--- src/rtl/magcmp_pkg.sv ---
package magcmp_pkg;
  typedef struct packed {
    logic gt;
    logic lt;
    logic eq;
  } rel_t;

  localparam rel_t REL_EQUAL = '{gt: 1'b0, lt: 1'b0, eq: 1'b1};
endpackage

--- src/rtl/cmp_bitpair.sv ---
module cmp_bitpair
  import magcmp_pkg::*;
(
  input  logic a_i,
  input  logic b_i,
  output rel_t rel_o
);
  always_comb begin
    rel_o.gt = a_i & ~b_i;
    rel_o.lt = ~a_i & b_i;
    rel_o.eq = ~(a_i ^ b_i);
  end
endmodule

--- src/rtl/cmp_slice.sv ---
module cmp_slice
  import magcmp_pkg::*;
#(
  parameter int SLICE_W = 4
) (
  input  logic [SLICE_W-1:0] a_i,
  input  logic [SLICE_W-1:0] b_i,
  input  rel_t               casc_i,
  output rel_t               rel_o
);
  rel_t bit_rel [SLICE_W];

  for (genvar i = 0; i < SLICE_W; i++) begin : g_bit
    cmp_bitpair u_bit (
      .a_i  (a_i[i]),
      .b_i  (b_i[i]),
      .rel_o(bit_rel[i])
    );
  end

  // Walk upward from the lowest bit, so the highest unequal pair is the one that stays.
  // With every pair equal, the code from below passes through untouched.
  always_comb begin
    rel_o = casc_i;
    for (int i = 0; i < SLICE_W; i++) begin
      if (!bit_rel[i].eq) rel_o = bit_rel[i];
    end
  end
endmodule

--- src/rtl/cmp_chain.sv ---
module cmp_chain
  import magcmp_pkg::*;
#(
  parameter int SLICE_W = 4,
  parameter int SLICES  = 3,
  localparam int OP_W   = SLICE_W * SLICES
) (
  input  logic [OP_W-1:0] a_i,
  input  logic [OP_W-1:0] b_i,
  output rel_t            rel_o
);
  rel_t link [SLICES+1];

  assign link[0] = REL_EQUAL;

  for (genvar s = 0; s < SLICES; s++) begin : g_slice
    cmp_slice #(.SLICE_W(SLICE_W)) u_slice (
      .a_i   (a_i[s*SLICE_W +: SLICE_W]),
      .b_i   (b_i[s*SLICE_W +: SLICE_W]),
      .casc_i(link[s]),
      .rel_o (link[s+1])
    );
  end

  assign rel_o = link[SLICES];
endmodule

--- src/rtl/mag_cmp_cascade.sv ---
module mag_cmp_cascade
  import magcmp_pkg::*;
#(
  parameter int SLICE_W = 4,
  parameter int SLICES  = 3,
  parameter int KVAL    = 1578,
  localparam int OP_W   = SLICE_W * SLICES
) (
  input  logic [OP_W-1:0] a_i,
  input  logic [OP_W-1:0] b_i,
  input  logic [OP_W-1:0] x_i,
  output logic            a_gt_o,
  output logic            a_lt_o,
  output logic            a_eq_o,
  output logic            x_gt_o,
  output logic            x_lt_o,
  output logic            x_eq_o,
  output logic            x_ge_o
);
  localparam logic [OP_W-1:0] KVEC = OP_W'(KVAL);

  rel_t ab_rel;
  rel_t xk_rel;

  cmp_chain #(.SLICE_W(SLICE_W), .SLICES(SLICES)) u_ab (
    .a_i  (a_i),
    .b_i  (b_i),
    .rel_o(ab_rel)
  );

  cmp_chain #(.SLICE_W(SLICE_W), .SLICES(SLICES)) u_xk (
    .a_i  (x_i),
    .b_i  (KVEC),
    .rel_o(xk_rel)
  );

  assign a_gt_o = ab_rel.gt;
  assign a_lt_o = ab_rel.lt;
  assign a_eq_o = ab_rel.eq;
  assign x_gt_o = xk_rel.gt;
  assign x_lt_o = xk_rel.lt;
  assign x_eq_o = xk_rel.eq;
  assign x_ge_o = xk_rel.gt | xk_rel.eq;
endmodule

--- config.mk ---
export PLATFORM = sky130hd
export DESIGN_NAME = mag_cmp_cascade
export DESIGN_NICKNAME = d
export VERILOG_FILES = /design/src/rtl/magcmp_pkg.sv /design/src/rtl/cmp_bitpair.sv /design/src/rtl/cmp_slice.sv /design/src/rtl/cmp_chain.sv /design/src/rtl/mag_cmp_cascade.sv
export SDC_FILE = /design/constraint.sdc
export NUM_CORES = 1
export LEC_CHECK = 0
export ABC_CLOCK_PERIOD_IN_PS = 2950
export BUFFER_PORTS_ARGS = -buffer_cell sky130_fd_sc_hd__buf_4
export CAP_MARGIN = 20
export CORE_ASPECT_RATIO = 1.2
export CORE_UTILIZATION = 35
export DETAILED_ROUTE_END_ITERATION = 6
export PLACE_DENSITY = 0.76
export SETUP_SLACK_MARGIN = 0.2
export SLEW_MARGIN = 0
export SYNTH_ARGS = -nofsm -noshare
export SYNTH_HDL_FRONTEND = slang
export SYNTH_SLANG_ARGS = --single-unit
--- constraint.sdc ---
create_clock -name vclk -period 2.95
set_clock_uncertainty 0.2 [all_clocks]
set_input_delay 0.1475 -clock vclk [all_inputs]
set_output_delay 0.1475 -clock vclk [all_outputs]
set_load 0.02 [all_outputs]
==> key figures <==
Yosys
  – Nets in the synthesized netlist: 169
  – Synthesis Warnings: 0
  – Library cells used by synthesis: 23
  – Cells after synthesis: 109
  – Share of the synthesized area in the top cell type: 40.3%
  – Biggest area consumer among synthesized cells: sky130_fd_sc_hd__ha_1
  – Register area share after synthesis: 0%
  – Top area cells in the synthesized netlist: sky130_fd_sc_hd__ha_1, sky130_fd_sc_hd__inv_1, sky130_fd_sc_hd__a21oi_1
  – Mean post-synth cell area: 6.83 um2
  – Post-Syn Area: 744 um2

Cells and area
  – FFs & Latches: 0
  – Layout Area Growth over Synthesis: 46.6%
  – Register area: 0 um2
  – Fin nets: 214
  – Most used cells in the layout excluding fill and tap cells: sky130_fd_sc_hd__buf_4, sky130_fd_sc_hd__inv_1, sky130_fd_sc_hd__ha_1
  – Antenna diode instance count: 0
  – Leading cell type in the layout, fill and taps excluded: sky130_fd_sc_hd__buf_4
  – Fraction of final layout cells with drive strength greater than 1: 30.3%
  – Final cell count without fillers: 171
  – Number of clock-tree buffers in the layout: 0
  – Post-layout instance area: 0.00109 mm2

Pwr
  – Leakage: 0.640 nW
  – Worst vdd ir: 0.0946 mV
  – Power per Cell Area: 148 mW/mm2

STA
  – Number of pins with negative max-slew slack in the final report: 0
  – Fraction of the cycle the final worst path needs: 65.5%
  – Slew Limit Headroom: 80.3%
  – Post-Route Setup TNS: 0 ns
  – Worst Slack Setup Final: 1.02 ns
  – Slew @ Worst Pin: 0.293 ns
  – Final Hold Vio Count: 0
  – Crit path time final: 1.93 ns
  – Final setup violation count: 0
  – Peak Freq: 0.518 GHz
  – Unrepaired setup endpoints after global routing: false

Global routing
  – Sum of overflow across all layers after global routing: 0
  – Maximum number of pins on one net before global-route repair: 8
  – Antenna violations before repair: 0
  – Global-route usage over all layers: 15.9%
  – Number of global-route vias before repair: 766
  – Wire length of the first global-routing pass: 2920 um

Place
  – Placer congestion estimate: 0.789
  – Post-DP HPWL: 1670 um
  – Number of buffers added on ports: 43
  – Worst-case setup slack after placement: 1.09 ns
  – Cells after DPL: 171
  – Total placed instance area: 0.00109 mm2

Die
  – I/O pins: 43
  – Die Outline Area: 0.00232 mm2
  – Starting density of the core: 38.9%
  – Area inside the core boundary: 0.00191 mm2
  – Number of standard-cell rows in the floorplan: 17
  – Horizontal die dimension: 44.1 um
  – Die span in y: 52.5 um

Worst hold path
  – Beginning of the worst hold path: x_i[10]
  – Sink of the worst hold path: x_eq_o
  – Worst hold path type: primary input to output port
  – Hold Crit Depth: 4

Routing
  – DRC marker count from the first detailed-route iteration: 18
  – Post-detailed-routing wire length: 1850 um
  – Vias post-DR: 882
  – First-pass detailed-route iteration total: 6
  – Remaining design rule violation count: 5
  – Vias per std cell: 5.16
  – Final ANT Viol Nets: 0
  – Avg WL per Cell: 10.8 um

Outcome
  – Violations in the final reports: DRC
  – Result of the run: finished with violations

Clock network
  – Post-cts gate resize count: 0
  – Count of hold-fix buffers inserted at cts: 0
  – Post-CTS setup buffer count: 0

Setup path
  – CP required: 2.60 ns
  – Kind of critical path: primary input to output port
  – CP startpoint kind: primary input
  – Data arrival, critical path: 1.58 ns
  – Maximum fanout along the worst path: 7
  – Category of the worst setup path capture point: output port

Job
  – Reported max-cap violation count: 0
routing by layer:
| layer | share of wire [%] | track usage [%] |
|---|---|---|
| met5 | 0 | 0 |
| met4 | 0.16 | 0 |
| met1 | 37 | 16.9 |
| met3 | 9.9 | 0.690 |
| met2 | 53 | 34.6 |
kinds of logic after synthesis:
group                    after synthesis  synth area share, %
multiplexers                           3                 4.03
buffers and inverters                 31                 15.6
AO/OA/AOI/OAI                         23                 18.7
AND/OR/NAND/NOR                       28                 21.3
adder cells (fa/ha/maj)               24                 40.3
worst max-delay path, cell delays in order:
cell and delay (ns):
sky130_fd_sc_hd__buf_4 0.08, sky130_fd_sc_hd__inv_1 0.03, sky130_fd_sc_hd__ha_1 0.36, sky130_fd_sc_hd__nand2b_1 0.19
sky130_fd_sc_hd__a31oi_1 0.19, sky130_fd_sc_hd__a21oi_1 0.10, sky130_fd_sc_hd__nor3_1 0.28, sky130_fd_sc_hd__buf_4 0.20
through the flow:
stage / power (W) / util [%] / hold slack (ns)
after floorplan: 0.0000886 / - / 0.225
after global placement: 0.000156 / 57.0 / 0.437
after detailed placement: 0.000161 / 57.0 / 0.442
after CTS: 0.000162 / 57.0 / 0.444
after global routing: 0.000179 / 57.0 / 0.472
final: 0.000161 / 57.0 / 0.442
synthesized netlist by cell type:
cell type                    n
sky130_fd_sc_hd__inv_1      31
sky130_fd_sc_hd__ha_1       24
sky130_fd_sc_hd__a21oi_1     7
sky130_fd_sc_hd__o21ai_0     6
sky130_fd_sc_hd__nand2_1     5
sky130_fd_sc_hd__nor3_1      5
sky130_fd_sc_hd__nand2b_1    4
sky130_fd_sc_hd__o2111ai_1   4
sky130_fd_sc_hd__mux2i_1     3
sky130_fd_sc_hd__nand3_1     3
sky130_fd_sc_hd__nor2_1      3
sky130_fd_sc_hd__nor3b_1     2
sky130_fd_sc_hd__o22ai_1     2
sky130_fd_sc_hd__a211oi_1    1
sky130_fd_sc_hd__a31oi_1     1
sky130_fd_sc_hd__and2_1      1
sky130_fd_sc_hd__and2_4      1
sky130_fd_sc_hd__nand2b_2    1
sky130_fd_sc_hd__nand4_1     1
sky130_fd_sc_hd__nor4_1      1
sky130_fd_sc_hd__nor4_2      1
sky130_fd_sc_hd__o21a_1      1
sky130_fd_sc_hd__o21ai_1     1
report_power, final:
group	total [W]	leakage [nW]	internal [W]	switching [W]
combinational	0.000161	0.640	0.0000826	0.0000789
clock	0	0	0	0
sequential	0	0	0	0
worst max path at each step:
stage | slack [ns] | from | cells past startpoint | endpoint
after floorplan | 1.20 | a_i[6] | 6 | a_gt_o
after global placement | 1.15 | a_i[6] | 8 | a_gt_o
after detailed placement | 1.09 | a_i[6] | 8 | a_gt_o
final | 1.02 | a_i[6] | 8 | a_gt_o
after CTS | 1.08 | a_i[6] | 8 | a_gt_o
after global routing | 0.98 | a_i[6] | 8 | a_gt_o
cell type report:
class | count | area [um2]
fill | 206 | 823
inverter | 31 | 116
multi-input combinational | 78 | 628
tap | 19 | 23.8
timing repair buffer | 43 | 323
No activity file was read; power rests on OpenSTA's default activity.
